[src/rtl/sfp_pkg.sv]
package sfp_pkg;

    typedef enum logic [2:0] {
        MODE_SEC   = 3'd0,
        MODE_NSEC  = 3'd1,
        MODE_BOOT  = 3'd2,
        MODE_AWARE = 3'd3,
        MODE_PART  = 3'd4
    } slv_mode_e;

    localparam int MODE_W = 3;

endpackage

[src/rtl/sfp_cfg_regs.sv]
module sfp_cfg_regs
    import sfp_pkg::*;
#(
    parameter int ADDR_W = 32,
    parameter int DATA_W = 32,
    parameter int NSLV   = 5,
    parameter int NREG   = 9,
    parameter int PAGE_W = 12,
    parameter int CFG_AW = 8,
    parameter logic [NSLV-1:0][MODE_W-1:0] SLV_MODE = '0
) (
    input  logic                            clk,
    input  logic                            rst_n,
    input  logic                            cfg_valid,
    input  logic                            cfg_write,
    input  logic                            cfg_ns,
    input  logic [CFG_AW-1:0]               cfg_addr,
    input  logic [DATA_W-1:0]               cfg_wdata,
    output logic                            cfg_resp_valid,
    output logic                            cfg_resp_fault,
    output logic [DATA_W-1:0]               cfg_rdata,
    output logic [NSLV-1:0]                 boot_ns,
    output logic [NREG-1:0]                 rg_en,
    output logic [NREG-1:0]                 rg_ns,
    output logic [NREG-1:0][ADDR_W-PAGE_W-1:0] rg_base,
    output logic [NREG-1:0][ADDR_W-PAGE_W-1:0] rg_limit
);

    localparam int PN_W  = ADDR_W - PAGE_W;
    localparam int GRP_W = CFG_AW - 4;

    typedef struct packed {
        logic [NSLV-1:0]            boot_ns;
        logic [NREG-1:0]            en;
        logic [NREG-1:0]            ns;
        logic [NREG-1:0][PN_W-1:0]  base;
        logic [NREG-1:0][PN_W-1:0]  limit;
        logic                       rsp_valid;
        logic                       rsp_fault;
        logic [DATA_W-1:0]          rdata;
    } cfg_state_t;

    cfg_state_t q, d;
    logic [NSLV-1:0] boot_mask;

    for (genvar i = 0; i < NSLV; i++) begin : g_mask
        assign boot_mask[i] = (SLV_MODE[i] == MODE_BOOT);
    end

    logic [GRP_W-1:0] grp;
    logic [1:0]       fld;
    logic             word_ok;
    logic             bad_align;

    assign grp       = cfg_addr[CFG_AW-1:4];
    assign fld       = cfg_addr[3:2];
    assign word_ok   = (cfg_addr[1:0] == 2'b00);
    assign bad_align = |cfg_wdata[PAGE_W-1:0];

    always_comb begin
        d           = q;
        d.rsp_valid = cfg_valid;
        d.rsp_fault = 1'b0;
        d.rdata     = '0;
        if (cfg_valid) begin
            if (cfg_ns) begin
                d.rsp_fault = 1'b1;
            end else if (word_ok) begin
                if (grp == '0 && fld == 2'd0) begin
                    if (cfg_write) d.boot_ns = cfg_wdata[NSLV-1:0] & boot_mask;
                    else           d.rdata   = DATA_W'(q.boot_ns);
                end
                for (int r = 0; r < NREG; r++) begin
                    if (grp == GRP_W'(r + 1)) begin
                        case (fld)
                            2'd0: begin
                                if (!cfg_write)     d.rdata     = DATA_W'({q.base[r], {PAGE_W{1'b0}}});
                                else if (bad_align) d.rsp_fault = 1'b1;
                                else                d.base[r]   = cfg_wdata[ADDR_W-1:PAGE_W];
                            end
                            2'd1: begin
                                if (!cfg_write)     d.rdata     = DATA_W'({q.limit[r], {PAGE_W{1'b0}}});
                                else if (bad_align) d.rsp_fault = 1'b1;
                                else                d.limit[r]  = cfg_wdata[ADDR_W-1:PAGE_W];
                            end
                            2'd2: begin
                                if (cfg_write) begin
                                    d.en[r] = cfg_wdata[0];
                                    d.ns[r] = cfg_wdata[1];
                                end else begin
                                    d.rdata = DATA_W'({q.ns[r], q.en[r]});
                                end
                            end
                            default: ;
                        endcase
                    end
                end
            end
        end
    end

    always_ff @(posedge clk) begin
        if (!rst_n) q <= '0;
        else        q <= d;
    end

    assign cfg_resp_valid = q.rsp_valid;
    assign cfg_resp_fault = q.rsp_fault;
    assign cfg_rdata      = q.rdata;
    assign boot_ns        = q.boot_ns;
    assign rg_en          = q.en;
    assign rg_ns          = q.ns;
    assign rg_base        = q.base;
    assign rg_limit       = q.limit;

endmodule

[src/rtl/sfp_region_lookup.sv]
module sfp_region_lookup #(
    parameter int NREG = 9,
    parameter int PN_W = 20
) (
    input  logic [PN_W-1:0]            page,
    input  logic [NREG-1:0]            rg_en,
    input  logic [NREG-1:0]            rg_ns,
    input  logic [NREG-1:0][PN_W-1:0]  rg_base,
    input  logic [NREG-1:0][PN_W-1:0]  rg_limit,
    output logic                       hit,
    output logic                       hit_ns
);

    logic [NREG-1:0] match;

    for (genvar r = 0; r < NREG; r++) begin : g_cmp
        assign match[r] = rg_en[r] && (page >= rg_base[r]) && (page <= rg_limit[r]);
    end

    always_comb begin
        hit    = 1'b0;
        hit_ns = 1'b0;
        for (int r = NREG - 1; r >= 0; r--) begin
            if (match[r]) begin
                hit    = 1'b1;
                hit_ns = rg_ns[r];
            end
        end
    end

endmodule

[src/rtl/sfp_access_decide.sv]
module sfp_access_decide
    import sfp_pkg::*;
#(
    parameter int NSLV  = 5,
    parameter int SEL_W = 3,
    parameter logic [NSLV-1:0][MODE_W-1:0] SLV_MODE = '0
) (
    input  logic [SEL_W-1:0] win,
    input  logic             req_ns,
    input  logic [NSLV-1:0]  boot_ns,
    input  logic             rg_hit,
    input  logic             rg_hit_ns,
    output logic             allow
);

    always_comb begin
        allow = 1'b0;
        for (int i = 0; i < NSLV; i++) begin
            if (win == SEL_W'(i)) begin
                case (SLV_MODE[i])
                    MODE_SEC:   allow = !req_ns;
                    MODE_NSEC:  allow = req_ns;
                    MODE_BOOT:  allow = (req_ns == boot_ns[i]);
                    MODE_AWARE: allow = 1'b1;
                    MODE_PART:  allow = rg_hit ? (req_ns == rg_hit_ns) : !req_ns;
                    default:    allow = 1'b0;
                endcase
            end
        end
    end

endmodule

[src/rtl/sec_access_filter.sv]
module sec_access_filter
    import sfp_pkg::*;
#(
    parameter int ADDR_W = 32,
    parameter int DATA_W = 32,
    parameter int NSLV   = 5,
    parameter int SEL_W  = 3,
    parameter int NREG   = 9,
    parameter int PAGE_W = 12,
    parameter int CFG_AW = 8,
    parameter logic [NSLV-1:0][MODE_W-1:0] SLV_MODE =
        {MODE_PART, MODE_AWARE, MODE_BOOT, MODE_NSEC, MODE_SEC}
) (
    input  logic              clk,
    input  logic              rst_n,
    input  logic              req_valid,
    output logic              req_ready,
    input  logic [ADDR_W-1:0] req_addr,
    input  logic              req_write,
    input  logic [DATA_W-1:0] req_wdata,
    input  logic              req_ns,
    output logic [NSLV-1:0]   fwd_valid,
    input  logic [NSLV-1:0]   fwd_ready,
    output logic [ADDR_W-1:0] fwd_addr,
    output logic              fwd_write,
    output logic [DATA_W-1:0] fwd_wdata,
    output logic              fwd_ns,
    output logic              flt_valid,
    output logic [ADDR_W-1:0] flt_addr,
    output logic              flt_write,
    input  logic              cfg_valid,
    input  logic              cfg_write,
    input  logic              cfg_ns,
    input  logic [CFG_AW-1:0] cfg_addr,
    input  logic [DATA_W-1:0] cfg_wdata,
    output logic              cfg_resp_valid,
    output logic              cfg_resp_fault,
    output logic [DATA_W-1:0] cfg_rdata
);

    localparam int PN_W = ADDR_W - PAGE_W;

    typedef struct packed {
        logic              flt_valid;
        logic [ADDR_W-1:0] flt_addr;
        logic              flt_write;
    } flt_state_t;

    flt_state_t q, d;

    logic [NSLV-1:0]            boot_ns;
    logic [NREG-1:0]            rg_en;
    logic [NREG-1:0]            rg_ns;
    logic [NREG-1:0][PN_W-1:0]  rg_base;
    logic [NREG-1:0][PN_W-1:0]  rg_limit;
    logic                       rg_hit;
    logic                       rg_hit_ns;
    logic                       allow;
    logic [SEL_W-1:0]           win;
    logic                       sel_ready;

    assign win = req_addr[ADDR_W-1 -: SEL_W];

    sfp_cfg_regs #(
        .ADDR_W(ADDR_W), .DATA_W(DATA_W), .NSLV(NSLV), .NREG(NREG),
        .PAGE_W(PAGE_W), .CFG_AW(CFG_AW), .SLV_MODE(SLV_MODE)
    ) u_cfg (
        .clk(clk), .rst_n(rst_n),
        .cfg_valid(cfg_valid), .cfg_write(cfg_write), .cfg_ns(cfg_ns),
        .cfg_addr(cfg_addr), .cfg_wdata(cfg_wdata),
        .cfg_resp_valid(cfg_resp_valid), .cfg_resp_fault(cfg_resp_fault),
        .cfg_rdata(cfg_rdata),
        .boot_ns(boot_ns), .rg_en(rg_en), .rg_ns(rg_ns),
        .rg_base(rg_base), .rg_limit(rg_limit)
    );

    sfp_region_lookup #(.NREG(NREG), .PN_W(PN_W)) u_lookup (
        .page(req_addr[ADDR_W-1:PAGE_W]),
        .rg_en(rg_en), .rg_ns(rg_ns), .rg_base(rg_base), .rg_limit(rg_limit),
        .hit(rg_hit), .hit_ns(rg_hit_ns)
    );

    sfp_access_decide #(.NSLV(NSLV), .SEL_W(SEL_W), .SLV_MODE(SLV_MODE)) u_decide (
        .win(win), .req_ns(req_ns), .boot_ns(boot_ns),
        .rg_hit(rg_hit), .rg_hit_ns(rg_hit_ns), .allow(allow)
    );

    for (genvar i = 0; i < NSLV; i++) begin : g_fwd
        assign fwd_valid[i] = req_valid && allow && (win == SEL_W'(i));
    end

    always_comb begin
        sel_ready = 1'b0;
        for (int i = 0; i < NSLV; i++) begin
            if (win == SEL_W'(i)) sel_ready = fwd_ready[i];
        end
    end

    assign req_ready = allow ? sel_ready : 1'b1;
    assign fwd_addr  = req_addr;
    assign fwd_write = req_write;
    assign fwd_wdata = req_wdata;
    assign fwd_ns    = req_ns;

    always_comb begin
        d           = q;
        d.flt_valid = req_valid && !allow;
        if (req_valid && !allow) begin
            d.flt_addr  = req_addr;
            d.flt_write = req_write;
        end
    end

    always_ff @(posedge clk) begin
        if (!rst_n) q <= '0;
        else        q <= d;
    end

    assign flt_valid = q.flt_valid;
    assign flt_addr  = q.flt_addr;
    assign flt_write = q.flt_write;

endmodule

[config.mk]
export PLATFORM = sky130hd
export DESIGN_NAME = sec_access_filter
export DESIGN_NICKNAME = d
export VERILOG_FILES = /design/src/rtl/sfp_pkg.sv /design/src/rtl/sfp_cfg_regs.sv /design/src/rtl/sfp_region_lookup.sv /design/src/rtl/sfp_access_decide.sv /design/src/rtl/sec_access_filter.sv
export SDC_FILE = /design/constraint.sdc
export NUM_CORES = 2
export LEC_CHECK = 0
export CAP_MARGIN = 5
export CORE_MARGIN = 2
export CORE_UTILIZATION = 59
export CTS_BUF_LIST = sky130_fd_sc_hd__clkbuf_2 sky130_fd_sc_hd__clkbuf_4 sky130_fd_sc_hd__clkbuf_8
export CTS_CLUSTER_SIZE = 12
export DETAILED_ROUTE_END_ITERATION = 12
export GPL_TIMING_DRIVEN = 0
export PLACE_DENSITY = 0.88
export RECOVER_POWER = 50
export SETUP_SLACK_MARGIN = 0.1
export SYNTH_ARGS = -nofsm -noshare
export SYNTH_HDL_FRONTEND = slang
export SYNTH_SLANG_ARGS = --single-unit
[constraint.sdc]
create_clock -name clk -period 6.9 [get_ports clk]
set_input_delay 0.69 -clock clk [delete_from_list [all_inputs] [get_ports clk]]
set_output_delay 0.69 -clock clk [all_outputs]
set_load 0.02 [all_outputs]
==> After elaboration in Yosys (flattened, before gate mapping) <==
Index checks and enable logic that the tools add are counted.
{ "classes": {"n_lt_le_gt_ge": 18, "eq_ne": 17, "muxes": 115, "n_bitwise": 5, "reduce_logical": 64} }
{ "ops": {"columns": ["op", "n"], "rows": [
  ["32-bit 2-to-1 mux", 31],
  ["32-bit case mux with 3 select lines", 9],
  ["33-bit 2-to-1 mux", 16],
  ["20-bit greater-or-equal comparator", 9],
  ["20-bit less-or-equal comparator", 9],
  ["7-bit AND reduction", 18],
  ["1-bit 2-to-1 mux", 58],
  ["6-bit AND reduction", 9],
  ["1-bit logical AND", 26],
  ["4-bit by 3-bit equality test with 1-bit output (second input constant)", 4],
  ["12-bit OR reduction", 1],
  ["4-bit by 2-bit equality test with 1-bit output (second input constant)", 2],
  ["4-bit equality test (second input constant)", 2],
  ["3-bit by 2-bit equality test with 1-bit output (second input constant)", 2],
  ["1-bit inverter", 5],
  ["5-bit AND reduction", 1],
  ["4-bit by 1-bit equality test with 1-bit output (second input constant)", 1],
  ["2-bit logical NOT", 2],
  ["4-bit logical NOT", 1],
  ["4-bit OR reduction", 1],
  ["3-bit by 1-bit equality test with 1-bit output (second input constant)", 1],
  ["3-bit equality test (second input constant)", 1],
  ["3-bit logical NOT", 1],
  ["3-bit 2-to-1 mux", 1],
  ["other kinds (6)", 8]
]} }
{ "word_totals": {"reg_bits": 447, "in_bits": 117, "output_inout_bits": 140, "word_cells": 262} }

==> Longest topological paths before layout <==
{ "depth": {"ltp_word": 49, "mapped_depth": 15, "mapped_depth_nobuf": 13} }

==> Hierarchy <==
From an unflattened synthesis, not the netlist that was laid out.
{ "unflattened": {"hier_cells": 3444, "hier_area_um2": 28252.1} }
{ "by_module_without_submodules": {"columns": ["module", "instances", "cells_per_inst", "area_per_inst_um2", "seq_area_each_um2"], "rows": [
  ["sfp_cfg_regs", 1, 1945, 17102.7, 8087.8],
  ["sfp_region_lookup", 1, 1264, 9090.0, 0.0],
  ["sec_access_filter", 1, 226, 2001.9, 680.7],
  ["sfp_access_decide", 1, 9, 57.6, 0.0]
]} }

==> Least setup slack after synthesis <==
OpenSTA, ideal clock, no wires.
{ "synth_path": {"path_type": "input to output", "startpoint": "in req_addr[12]", "endpoint": "out fwd_valid[4]", "arrival_ns": 3.665, "t_required_ns": 6.210, "path_slack_ns": 2.545, "stages": 13, "n_path_buf": 0, "cell_sequence": "inv_1 ha_1 nand2b_1 a31oi_1 o21ai_0 a2111oi_0 or4_4 a211o_2 a21boi_2 o211ai_1 and4b_1 or3_2 and4_1"} }
{ "synth_between": {"elab_chain_len": 17, "elab_cells_between_ends": 59, "classes_between": "18 x order compare; 1 x eq/ne; 20 x mux; 20 x reduce/logical"} }
{ "synth_lines": {"columns": ["item", "line", "text"], "rows": [
  ["from (decl)", "sec_access_filter.sv:18", "input logic [ADDR_W-1:0] req_addr,"],
  ["20-bit greater-or-equal comparator", "sfp_region_lookup.sv:17", "assign match[r] = rg_en[r] && (page >= rg_base[r]) && (page <= rg_limit[r]);"],
  ["1-bit logical AND (2 in a row)", "sfp_region_lookup.sv:17", null],
  ["1-bit 2-to-1 mux (9 in a row)", "sfp_region_lookup.sv:24", "if (match[r]) begin"],
  ["1-bit equality test", "sfp_access_decide.sv:25", "MODE_PART: allow = rg_hit ? (req_ns == rg_hit_ns) : !req_ns;"],
  ["1-bit 2-to-1 mux *", "sfp_access_decide.sv:25", null],
  ["1-bit 2-to-1 mux *", "sfp_access_decide.sv:19", "if (win == SEL_W'(i)) begin"],
  ["1-bit logical AND * (2 in a row)", "sec_access_filter.sv:89", "assign fwd_valid[i] = req_valid && allow && (win == SEL_W'(i));"],
  ["to (decl)", "sec_access_filter.sv:22", "output logic [NSLV-1:0] fwd_valid,"]
]} }
Every way passes the cells marked *; elsewhere a longest branch is shown, timed or not.

==> Final worst setup path <==
{ "layout_path": {"startpoint": "in req_addr[31]", "endpoint": "out fwd_valid[4]"} }
{ "layout_between": {"elab_chain_len": 17, "elab_cells_between_ends": 68, "classes_between": "18 x order compare; 5 x eq/ne; 24 x mux; 21 x reduce/logical"} }
{ "layout_lines": {"columns": ["item", "line"], "rows": [
  ["20-bit greater-or-equal comparator", "sfp_region_lookup.sv:17"],
  ["1-bit logical AND (2 in a row)", "sfp_region_lookup.sv:17"],
  ["1-bit 2-to-1 mux (9 in a row)", "sfp_region_lookup.sv:24"],
  ["1-bit equality test", "sfp_access_decide.sv:25"],
  ["1-bit 2-to-1 mux", "sfp_access_decide.sv:25"],
  ["1-bit 2-to-1 mux", "sfp_access_decide.sv:19"],
  ["1-bit logical AND", "sec_access_filter.sv:89"],
  ["1-bit logical AND *", "sec_access_filter.sv:89"]
]} }
Marks and branches as above.

==> flow_summary_export.csv <==
group,metric,value,unit
run_status,status,"completed",
setup_path,arrival,6.18,ns
drt,firstDrtPassIters,8,
pwr,switching_share,29.9,%
synth,ys_seq_elements,438,
hold_path,min-delay-path-class,"flip-flop to flip-flop",
drt,vias,31400,
pwr,p_sw,1.88,mW
grt,first_global_vias,29300,
die,dieArea,52000,um2
sta,tns,0,ns
grt,grt_util_met1,64.7,%
pwr,comb_power_share,15.4,%
placed_design,dpl-instance-area,32500,um2
sta,relSlewSlack,1.01,%
pwr,cellLeakagePower,12.2,nW
sta,rsz0062_at_grt,"false",
synth,synthTopCellsByArea,"dfxtp_1 (30%), ha_1 (15%), nand2_1 (11%)",
sta,fin_crit_sh,99.6,%
grt,grt_pass1_wl,193000,um
clock_network,cts_tree,"yes",
placed_design,dpl.hpwl,102000,um
setup_path,crit_chain,"clkbuf_1, buf_12, ha_1, nand4_1, nor3_1, o41ai_1, a22oi_1, nor3_1, nor4_2, o211ai_1, and4b_1, or3_2, and4_1, clkdlybuf4s50_1",
sta,hold_viol_final,0,
cells_and_area,nFillCells,4126,
grt,grtUsageTotal,50.8,%
synth,yosysUniqueCellTypes,81,
cells_and_area,design_area,34200,um2
placed_design,place_ws,0.486,ns
clock_network,clockBufferDepth,3,
synth,syn_inst,3872,
synth,seq_area_frac_synth,29.6,%
drt,vias_per_cell,6.42,
synth,syn_area,29600,um2
grt,grt_start_max_net_pins,28,
setup_path,cp_top_family,"simple AND/OR/NAND/NOR gates",
drt,drt.antenna.violating_nets,0,
synth,synthFlopType,"dfxtp_1",
synth,yosysWarnings,0,
setup_path,cp_data_required_time,6.21,ns
sta,final_max_slew_viol_count,0,
die,initial_utilization,59.4,%
setup_path,crit_path_max_incr_delay,0.89,ns
drt,drc,0,
pwr,clock_power_share,44.1,%
cells_and_area,final_util,68.6,%
pwr,seq_power_share,40.5,%
synth,yosys.area.top_type,"dfxtp_1",
synth,netlist.area_leader.share,29.6,%
setup_path,path_max_fanout,20,
cells_and_area,area_growth,15.6,%
run,maxCapViolCount,0,
grt,grt_overflow,0,
grt,use_met2,71.9,%
grt,met3_usage,16.4,%
sta,setup_slack,0.0271,ns
die,die_y,228,um
drt,routed_wl,136000,um
clock_network,cts_hold_buf,0,
sta,tightest_slew,1.48,ns
sta,max_freq,145,MHz
clock_network,cts_resized,0,
clock_network,cts-htree-levels,3,
setup_path,crit_path_start_kind,"input pin",
pwr,powerDensity,184,nW/um2
sta,period_needed,6.87,ns
die,row_count,82,
sta,fin_skew,0.0302,ns
synth,avgSynthCellArea,7.65,um2
sta,setup_viol,0,
pwr,internal_power,4.42,mW
cells_and_area,layout-drive-gt1-share,6.62,%
placed_design,io_buffers,188,
synth,synth_edf_count,0,
clock_network,cts_root_buffer,"clkbuf_8",
synth,ys_async_sr_fraction,0,%
sta,whs,0.456,ns
drt,drt_iter0_drc,4652,
die,core,49900,um2
die,dieWidth,228,um
setup_path,crit_slowest_cell,"nor3_1",
drt,wl_per_cell,27.9,um
setup_path,worstSetupPathType,"input pin to primary output",
setup_path,cpMostUsedCell,"nor3_1",
clock_network,cts.sinks,438,
clock_network,cts_buffers,81,
grt,grt_busiest_layer,"met2",
pwr,ir_drop,0.174,mV
die,pin_count,257,
clock_network,cts_setup_buffers,0,
clock_network,clkLatencyLatePin,0.72,ns
setup_path,end_kind,"primary output",
clock_network,clkTransAtPathRegs,0.06,ns
placed_design,gp_congestion,1.11,
cells_and_area,nets,4639,
setup_path,path_buf_inv,3,
grt,grt_antenna_before_repair,8,
## worst reg2reg max path: stages (launching register included)
cell      delay (ns)
dfxtp_1         0.53
inv_1           0.09
ha_1            0.32
nand4_1         0.15
nor3_1          0.89
o41ai_1         0.42
a22oi_1         0.46
nor3_1          0.12
nor4_2          0.44
o211ai_1        0.33
and4b_1         0.31
nor4b_2         0.31
buf_6           0.23
buf_12          0.16
mux2i_1         0.22
## flip-flops by register name (all words and copies together), names as in the netlist, 9 cells and up
register	cells
u_cfg.rg_base	180
u_cfg.rg_limit	180
u_cfg.cfg_rdata	23
u_cfg.rg_ns	9
u_cfg.rg_en	9
flt_addr	32
## cells in the final DEF, fill, tap and decap left out, types with 7 or more instances in the layout
| master | n |
|---|---|
| a2111oi_0 | 7 |
| a211oi_1 | 21 |
| a21boi_0 | 363 |
| a21o_1 | 38 |
| a21oi_1 | 204 |
| a221oi_1 | 9 |
| and3_1 | 7 |
| and4_1 | 12 |
| buf_1 | 12 |
| buf_12 | 7 |
| buf_2 | 16 |
| buf_4 | 77 |
| clkbuf_1 | 211 |
| clkbuf_4 | 16 |
| clkbuf_8 | 110 |
| clkdlybuf4s50_1 | 58 |
| clkinv_2 | 8 |
| conb_1 | 9 |
| dfxtp_1 | 438 |
| dlygate4sd3_1 | 112 |
| ha_1 | 360 |
| inv_1 | 360 |
| mux2_2 | 8 |
| mux2i_1 | 148 |
| nand2_1 | 906 |
| nand2b_1 | 14 |
| nand3_1 | 58 |
| nand4_1 | 46 |
| nor2_1 | 152 |
| nor2b_1 | 35 |
| nor3_1 | 19 |
| nor4_1 | 12 |
| o2111ai_1 | 26 |
| o211ai_1 | 17 |
| o21a_1 | 19 |
| o21ai_0 | 166 |
| o221ai_1 | 18 |
| o22ai_1 | 17 |
## through the flow
| step | cells | power, mW |
|---|---|---|
| after floorplan | 3880 | 3.09 |
| after global placement | 4740 | 3.51 |
| after detailed placement | 4749 | 3.53 |
| after CTS | 4887 | 6.22 |
| after global routing | 4890 | 6.39 |
| final | 4892 | 6.30 |
## Yosys cell counts, types with 58 or more instances
cell type and count:
ha_1 360, buf_4 76, a21boi_0 363, dfxtp_1 438
a21oi_1 204, inv_1 360, nand3_1 58, clkbuf_1 205
nand2_1 906, nor2_1 152, mux2i_1 148, o21ai_0 166
## area by class of cell
class	instances	area [um2]	share of cell area (%)
Tap cell	672	841	2.46
Clock inverter	15	143	0.417
Sequential cell	438	8770	25.6
Clock buffer	123	1590	4.66
Timing Repair Buffer	199	1980	5.80
Antenna cell	3	7.51	0.0219
Inverter	360	1350	3.95
Multi-Input combinational cell	2777	18000	52.6
Buffer	305	1530	4.47
## logic make-up (layout without fill, tap and decap cells)
group	after synthesis	after routing	share of synthesized area [%]
flip-flops	438	438	29.6
buffers and inverters	665	1002	9.73
AND/OR/NAND/NOR	1289	1289	18.2
multiplexers	158	158	5.46
XOR/XNOR	2	2	0.0592
AO/OA/AOI/OAI	959	959	21.7
adder cells (fa/ha/maj)	360	360	15.2
other	1	12	0.0127
## metal layers
metal	share of wire, %	vias to the layer above
met3	15	658
li1	-	13700
met4	8.8	4
met2	39	2486
met1	37	14600
met5	0.023	-
## path summary, 6_finish.rpt
| path | start | end | slack [ns] | cells past startpoint |
|---|---|---|---|---|
| worst min-delay path | flt_addr[10]$_SDFFE_PN0P_ | flt_addr[10]$_SDFFE_PN0P_ | 0.46 | 2 |
| worst max-delay path | req_addr[31] | fwd_valid[4] | 0.03 | 14 |
| worst max register to register | u_cfg.rg_limit[39]$_SDFFE_PN0P_ | flt_addr[22]$_SDFFE_PN0P_ | 1.85 | 14 |
| worst min register to register | flt_addr[10]$_SDFFE_PN0P_ | flt_addr[10]$_SDFFE_PN0P_ | 0.46 | 2 |
## power groups by stage
stage	Sequential, mW	Clock, mW	Combinational [mW]
CTS	2.55	2.74	0.932
detailed placement	2.60	0	0.925
global placement	2.60	0	0.904
floorplan	2.62	0	0.470
global route	2.55	2.85	1.00
finish	2.55	2.78	0.972
No activity file was read; power rests on OpenSTA's default activity.
